<file path="src/rtl/flux_cell_pkg.sv">
`timescale 1ns/1ps
package flux_cell_pkg;

    typedef enum logic {
        CELL_EMPTY = 1'b0,
        CELL_HELD  = 1'b1
    } cell_state_e;

    // A clear acts on the old state; a simultaneous set lands afterwards.
    function automatic cell_state_e cell_next(input cell_state_e cur,
                                              input logic set_p,
                                              input logic clr_p);
        if (set_p)      return CELL_HELD;
        else if (clr_p) return CELL_EMPTY;
        else            return cur;
    endfunction

    function automatic logic cell_fires(input cell_state_e cur, input logic clr_p);
        return clr_p && (cur == CELL_HELD);
    endfunction

endpackage

</file>
<file path="src/rtl/flux_dro_cell.sv">
`timescale 1ns/1ps
module flux_dro_cell
    import flux_cell_pkg::*;
(
    input  logic        clk,
    input  logic        rst,
    input  logic        set_p,
    input  logic        clr_p,
    output logic        rd_p,
    output cell_state_e state_o
);
    cell_state_e state_q;
    logic        rd_q;

    always_ff @(posedge clk) begin
        if (rst) begin
            state_q <= CELL_EMPTY;
            rd_q    <= 1'b0;
        end else begin
            state_q <= cell_next(state_q, set_p, clr_p);
            rd_q    <= cell_fires(state_q, clr_p);
        end
    end

    assign rd_p    = rd_q;
    assign state_o = state_q;

    assert_fire_needs_held_R1: assert property (@(posedge clk) disable iff (rst)
        rd_q |-> ($past(state_q) == CELL_HELD && $past(clr_p)));

    assert_set_keeps_held_R2: assert property (@(posedge clk) disable iff (rst)
        (state_q == CELL_HELD && set_p && !clr_p) |=> (state_q == CELL_HELD && !rd_q));

    assert_empty_read_silent_R2: assert property (@(posedge clk) disable iff (rst)
        (state_q == CELL_EMPTY && clr_p) |=> !rd_q);

    assert_read_empties_R3: assert property (@(posedge clk) disable iff (rst)
        (clr_p && !set_p) |=> (state_q == CELL_EMPTY));

    assert_quiet_reset_R10: assert property (@(posedge clk)
        rst |=> (!rd_q && state_q == CELL_EMPTY));
endmodule

</file>
<file path="src/rtl/flux_or_cell.sv">
`timescale 1ns/1ps
module flux_or_cell
    import flux_cell_pkg::*;
(
    input  logic clk,
    input  logic rst,
    input  logic tick,
    input  logic in_a,
    input  logic in_b,
    output logic out_p
);
    cell_state_e st;

    // Both inputs merge onto a single storage element.
    flux_dro_cell u_store (
        .clk     (clk),
        .rst     (rst),
        .set_p   (in_a | in_b),
        .clr_p   (tick),
        .rd_p    (out_p),
        .state_o (st)
    );

    assert_or_one_pulse_R5: assert property (@(posedge clk) disable iff (rst)
        out_p |-> ($past(tick) && $past(st) == CELL_HELD));

    assert_or_tick_clears_R8: assert property (@(posedge clk) disable iff (rst)
        (tick && !in_a && !in_b) |=> (st == CELL_EMPTY));
endmodule

</file>
<file path="src/rtl/flux_and_cell.sv">
`timescale 1ns/1ps
module flux_and_cell
    import flux_cell_pkg::*;
(
    input  logic clk,
    input  logic rst,
    input  logic tick,
    input  logic in_a,
    input  logic in_b,
    output logic out_p
);
    cell_state_e st_a;
    cell_state_e st_b;
    logic        rd_a;
    logic        rd_b;

    // One storage element per input; both released together by tick.
    flux_dro_cell u_store_a (
        .clk (clk), .rst (rst), .set_p (in_a), .clr_p (tick),
        .rd_p (rd_a), .state_o (st_a)
    );
    flux_dro_cell u_store_b (
        .clk (clk), .rst (rst), .set_p (in_b), .clr_p (tick),
        .rd_p (rd_b), .state_o (st_b)
    );

    assign out_p = rd_a & rd_b;

    assert_and_needs_both_R6: assert property (@(posedge clk) disable iff (rst)
        out_p |-> ($past(tick) && $past(st_a) == CELL_HELD && $past(st_b) == CELL_HELD));

    assert_and_release_together_R6: assert property (@(posedge clk) disable iff (rst)
        (rd_a || rd_b) |-> $past(tick));
endmodule

</file>
<file path="src/rtl/flux_not_cell.sv">
`timescale 1ns/1ps
module flux_not_cell
    import flux_cell_pkg::*;
(
    input  logic clk,
    input  logic rst,
    input  logic tick,
    input  logic in_p,
    output logic out_p
);
    cell_state_e st;
    logic        rd_unused;
    logic        inv_q;

    flux_dro_cell u_store (
        .clk     (clk),
        .rst     (rst),
        .set_p   (in_p),
        .clr_p   (tick),
        .rd_p    (rd_unused),
        .state_o (st)
    );

    // Emit on tick only when the period collected nothing.
    always_ff @(posedge clk) begin
        if (rst) inv_q <= 1'b0;
        else     inv_q <= tick && (st == CELL_EMPTY);
    end

    assign out_p = inv_q;

    assert_not_silent_after_input_R7: assert property (@(posedge clk) disable iff (rst)
        (tick && st == CELL_HELD) |=> !out_p);

    assert_not_exclusive_R7: assert property (@(posedge clk) disable iff (rst)
        !(out_p && rd_unused));

    assert_not_quiet_reset_R10: assert property (@(posedge clk)
        rst |=> !out_p);
endmodule

</file>
<file path="src/rtl/flux_pulse_cells.sv">
`timescale 1ns/1ps
module flux_pulse_cells
    import flux_cell_pkg::*;
#(
    parameter int REG_LANES = 2,
    parameter int OR_LANES  = 2,
    parameter int AND_LANES = 2,
    parameter int NOT_LANES = 2
) (
    input  logic                 clk,
    input  logic                 rst,
    input  logic                 tick,
    input  logic [REG_LANES-1:0] reg_set,
    input  logic [REG_LANES-1:0] reg_clr,
    output logic [REG_LANES-1:0] reg_out,
    input  logic [OR_LANES-1:0]  or_a,
    input  logic [OR_LANES-1:0]  or_b,
    output logic [OR_LANES-1:0]  or_out,
    input  logic [AND_LANES-1:0] and_a,
    input  logic [AND_LANES-1:0] and_b,
    output logic [AND_LANES-1:0] and_out,
    input  logic [NOT_LANES-1:0] not_in,
    output logic [NOT_LANES-1:0] not_out
);
    for (genvar i = 0; i < REG_LANES; i++) begin : g_reg
        cell_state_e st;
        flux_dro_cell u_cell (
            .clk (clk), .rst (rst), .set_p (reg_set[i]), .clr_p (reg_clr[i]),
            .rd_p (reg_out[i]), .state_o (st)
        );
        assert_collision_keeps_held_R4: assert property (@(posedge clk) disable iff (rst)
            (reg_set[i] && reg_clr[i] && st == CELL_HELD) |=> (reg_out[i] && st == CELL_HELD));
    end

    for (genvar i = 0; i < OR_LANES; i++) begin : g_or
        flux_or_cell u_or (
            .clk (clk), .rst (rst), .tick (tick),
            .in_a (or_a[i]), .in_b (or_b[i]), .out_p (or_out[i])
        );
    end

    for (genvar i = 0; i < AND_LANES; i++) begin : g_and
        flux_and_cell u_and (
            .clk (clk), .rst (rst), .tick (tick),
            .in_a (and_a[i]), .in_b (and_b[i]), .out_p (and_out[i])
        );
    end

    for (genvar i = 0; i < NOT_LANES; i++) begin : g_not
        flux_not_cell u_not (
            .clk (clk), .rst (rst), .tick (tick),
            .in_p (not_in[i]), .out_p (not_out[i])
        );
    end

    assert_gate_out_only_after_tick_R9: assert property (@(posedge clk) disable iff (rst)
        (|{or_out, and_out, not_out}) |-> $past(tick));
endmodule

</file>
<file path="config.mk">
export PLATFORM = sky130hd
export DESIGN_NAME = flux_pulse_cells
export DESIGN_NICKNAME = d
export VERILOG_FILES = /design/src/rtl/flux_cell_pkg.sv /design/src/rtl/flux_dro_cell.sv /design/src/rtl/flux_or_cell.sv /design/src/rtl/flux_and_cell.sv /design/src/rtl/flux_not_cell.sv /design/src/rtl/flux_pulse_cells.sv
export SDC_FILE = /design/constraint.sdc
export NUM_CORES = 1
export LEC_CHECK = 0
export ABC_CLOCK_PERIOD_IN_PS = 2000
export CAP_MARGIN = 15
export CORE_MARGIN = 10
export CORE_UTILIZATION = 45
export CTS_CLUSTER_SIZE = 12
export DETAILED_ROUTE_END_ITERATION = 7
export PLACE_DENSITY = 0.86
export SETUP_SLACK_MARGIN = 0.1
export SLEW_MARGIN = 20
export SYNTH_ARGS = -nofsm -noshare
export SYNTH_HDL_FRONTEND = slang
export SYNTH_SLANG_ARGS = --single-unit
</file>
<file path="constraint.sdc">
create_clock -name clk -period 2 [get_ports clk]
set_input_delay 0.4 -clock clk [delete_from_list [all_inputs] [get_ports clk]]
set_output_delay 0.4 -clock clk [all_outputs]
set_load 0.02 [all_outputs]
</file>
==> After elaboration in Yosys (flattened, before gate mapping) <==
Cells that the tools add are included.
{ "totals": {"register_bits": 20, "inputBits": 17} }
{ "op_classes": {"mux": 13, "bitwise_logic": 6, "reduce_logical": 20} }
{ "op_table": {"columns": ["operator", "count"], "rows": [
  ["$reduce_bool A2 Y1", 10],
  ["$mux W1", 13],
  ["$logic_and A1 B1 Y1", 10],
  ["$and A1 B1 Y1", 2],
  ["$not A1 Y1", 2],
  ["$or A1 B1 Y1", 2]
]} }

==> Depth between registers and ports, before layout <==
{ "depth": {"depth_word": 2, "depth_mapped": 2, "ltp_nobuf": 2} }

==> Modules after synthesis <==
Synthesis repeated with hierarchy kept, for this count alone.
{ "hier_totals": {"hier_cells": 78, "hier_area_um2": 753.2} }
{ "modules_own_cells": {"columns": ["mod", "instances", "cells_each", "area_per_inst_um2"], "rows": [
  ["flux_dro_cell", 10, 7, 66.3],
  ["flux_not_cell", 2, 2, 32.5],
  ["flux_and_cell", 2, 1, 6.3],
  ["flux_or_cell", 2, 1, 6.3]
]} }

==> Least setup slack after synthesis <==
Ideal clock, no wire load.
{ "synth_timing": {"path_kind": "register -> output", "startpoint": "reg g_and[0].u_and.u_store_a.rd_q", "endpoint": "out and_out[0]", "t_arrival_ns": 0.552, "t_required_ns": 1.600, "slack_ns": 1.048, "stages_incl_launch_ff": 3, "n_path_buf": 1, "path_cell_list": "dfxtp_1 and2_1 buf_4"} }
{ "synth_via": {"elab_chain_cells": 1} }
{ "synth_rtl": {"columns": ["element", "line", "text"], "rows": [
  ["from (decl)", "flux_dro_cell.sv:13", "logic rd_q;"],
  ["from (signal assigned)", "flux_dro_cell.sv:21", "rd_q <= cell_fires(state_q, clr_p);"],
  ["$and A1 B1 Y1", "flux_and_cell.sv:27", "assign out_p = rd_a & rd_b;"],
  ["to (decl)", "flux_pulse_cells.sv:21", "output logic [AND_LANES-1:0] and_out,"]
]} }
Every way passes these cells.

==> Worst setup path after layout <==
Same ends and word-level chain as after synthesis.

==> impl_metrics.tcl <==
set metrics [dict create \
    cp.required_ps 1600 \
    placed_cell_area_sq_um 903 \
    initial_core_util_pct 47.6 \
    wirelength_microns 1360 \
    grt_max_degree 15 \
    cp-start-kind "flop" \
    cp_slowest_stage_delay_ps 600 \
    drt.antenna.violating_nets 0 \
    fin_area_sq_um 940 \
    finalClockSkew_ps 2.15 \
    criticalPathCategory "flop to output port" \
    cts_tree "done" \
    syn_area_per_cell_sq_um 9.44 \
    synth_area_leaders "dfxtp_1, nand2b_1, buf_4" \
    cts_root_buf "clkbuf_4" \
    first_pass_iters 4 \
    die_x_microns 59.7 \
    antenna_found_initial 0 \
    drt_iter0_drc 6 \
    clk_pin_slew_ps 100 \
    setup_tns_ps 0 \
    route.detailed.drc 0 \
    final_layout_size_suffix_gt1_share_pct 5.32 \
    die_h_microns 59.7 \
    syn_nets 92 \
    place_congestion 0.691 \
    ys_seq_area_share_pct 56.5 \
    finalSetupViolCount 0 \
    htree_levels 1 \
    num-nets-final 112 \
    finalHoldViolCount 0 \
    peakVddDrop_mv 0.677 \
    ios 25 \
    synth_top_area_cell "dfxtp_1" \
    ys_types 10 \
    postCtsSetupBuffers 0 \
    r2r-end "g_and[1].u_and.u_store_b.state_o" \
    yosysWarnings 0 \
    syn2layout_area_growth_pct 32.7 \
    cap_violations 0 \
    cp_slowest_cell "clkdlybuf4s50_1" \
    rsz0062_at_grt "no" \
    detailed_place_hpwl_microns 1100 \
    port-buffer-count 24 \
    power.total_w 0.000736 \
    startpoint "g_and[0].u_and.u_store_a.rd_p" \
    crit_path_end_kind "output port" \
    status "finished clean" \
    rrSetupSlack_ps 1390 \
    row_count 14 \
    overflow 0 \
    maxSlewViolCount 0 \
    slew-limit-headroom_pct 65.5 \
    die_area_sq_um 3560 \
    cts_resized 0 \
    antennaDiodeCount 0 \
    hp-start "g_not[1].u_not.u_store.state_o" \
    leakage_nw 0.402 \
    worstHoldPathCells 1 \
    fin_util_pct 63.1 \
    crit-reg2reg-launch "g_and[1].u_and.u_store_b.state_o" \
    clock_sinks 20 \
    coreArea_sq_um 1490 \
    p_per_area_nw_per_um2 783 \
    wl_per_cell_microns 12.4 \
    grt_pass1_wl_microns 2220 \
    post-route-period-util_pct 86.6 \
    num_vias 483 \
    synthDominantCellAreaShare_pct 56.5 \
    hold_path_class "flop to flop" \
    clockBufferDepth 2 \
    syn_inst 75 \
    grt_pass1_vias 510 \
    fin_crit_ps 1730 \
    syn_area_sq_um 708 \
    clock_latency_ps 300 \
    viasPerCell 4.39 \
    grt.total_usage_pct 8.48 \
    cts_made_buffers 3 \
    cp-endpoint "and_out[0]" \
    path_cells "and2_1, clkdlybuf4s50_1" \
    fmax_mhz 577 \
    worst_slew_pin_slew_ps 515 \
    hold_buffers 0 \
    cp_max_fo 1 \
    r2r.worst_path.cells 2 \
    ys_seq_elements 20 \
    cp_data_arrival_time_ps 1330 \
]
==> sequential cells by signal, summed over array words and instances (netlist names) <==
signal	count
g.u_cell.rd_p	2
g.u_cell.state_o	2
g_and.u_and.u_store_a.rd_p	2
g_and.u_and.u_store_a.state_o	2
g_and.u_and.u_store_b.rd_p	2
g_and.u_and.u_store_b.state_o	2
g_not.u_not.out_p	2
g_not.u_not.u_store.state_o	2
g_or.u_or.u_store.rd_p	2
g_or.u_or.u_store.state_o	2
==> per-stage QoR <==
| step | cells | hold WS [ps] | setup WS (ps) |
|---|---|---|---|
| after detailed placement | 106 | 409 | 422 |
| after floorplan | 75 | 393 | 1050 |
| after global placement | 106 | 405 | 438 |
| after global routing | 110 | 447 | 206 |
| after CTS | 110 | 426 | 250 |
| final | 110 | 430 | 267 |
==> layout by cell type, fill, tap and decap left out <==
cell type / Yosys / routed
a21oi_1: 10 / 10
and2_1: 8 / 8
clkbuf_4: 0 / 3
clkbuf_8: 0 / 1
clkdlybuf4s50_1: 0 / 24
dfxtp_1: 20 / 20
inv_1: 8 / 8
nand2_1: 2 / 2
nand2b_1: 11 / 11
nor2_1: 6 / 6
nor2b_4: 1 / 1
==> layout make-up <==
cell class	count	area (sq um)
Sequential cell	20	400
Multi-Input combinational cell	38	213
Clock buffer	4	36.3
Inverter	8	30.0
Fill cell	122	549
Tap cell	16	20.0
Timing Repair Buffer	24	240
==> cells in the mapped netlist, drive strengths merged <==
cell / instances
dfxtp: 20
nand2: 2
nor2: 6
buf: 9
nor2b: 1
nand2b: 11
inv: 8
and2: 8
a21oi: 10
==> per-layer routing <==
| metal | up-vias | wire length, microns | global-route usage [%] |
|---|---|---|---|
| met5 | - | 0 | 0 |
| met4 | 0 | 51 | 6.73 |
| met3 | 4 | 100 | 4.24 |
| met2 | 12 | 739 | 15.3 |
| met1 | 212 | 470 | 6.59 |
| li1 | 255 | - | - |
==> worst max-delay path, delay by kind of cell (launching register included) <==
family	cells	cell delay [ps]
flops	1	320
simple gates	1	120
buf+inv	1	600
==> worst min-delay path by stage <==
stage	to	slack, ps
after floorplan	g_not[0].u_not.out_p	390
after global placement	g_not[1].u_not.out_p	400
after detailed placement	g_not[1].u_not.out_p	410
after CTS	g_not[1].u_not.out_p	430
after global routing	g_reg[0].u_cell.rd_p	450
final	g_not[1].u_not.out_p	430
==> where the power goes <==
group	switching (W)	internal (W)	total, W
logic	0.0000310	0.0000507	0.0000817
clock network	0.000117	0.000111	0.000228
registers	0.00000757	0.000419	0.000427
==> cell families after synthesis <==
| kind of cell | count (synthesis) | share of synthesized area [%] |
|---|---|---|
| and+or+nand+nor | 28 | 23.0 |
| AOI/OAI and AO/OA | 10 | 7.07 |
| DFF | 20 | 56.5 |
| buffers and inverters | 17 | 13.4 |
No activity file was read; power rests on OpenSTA's default activity.
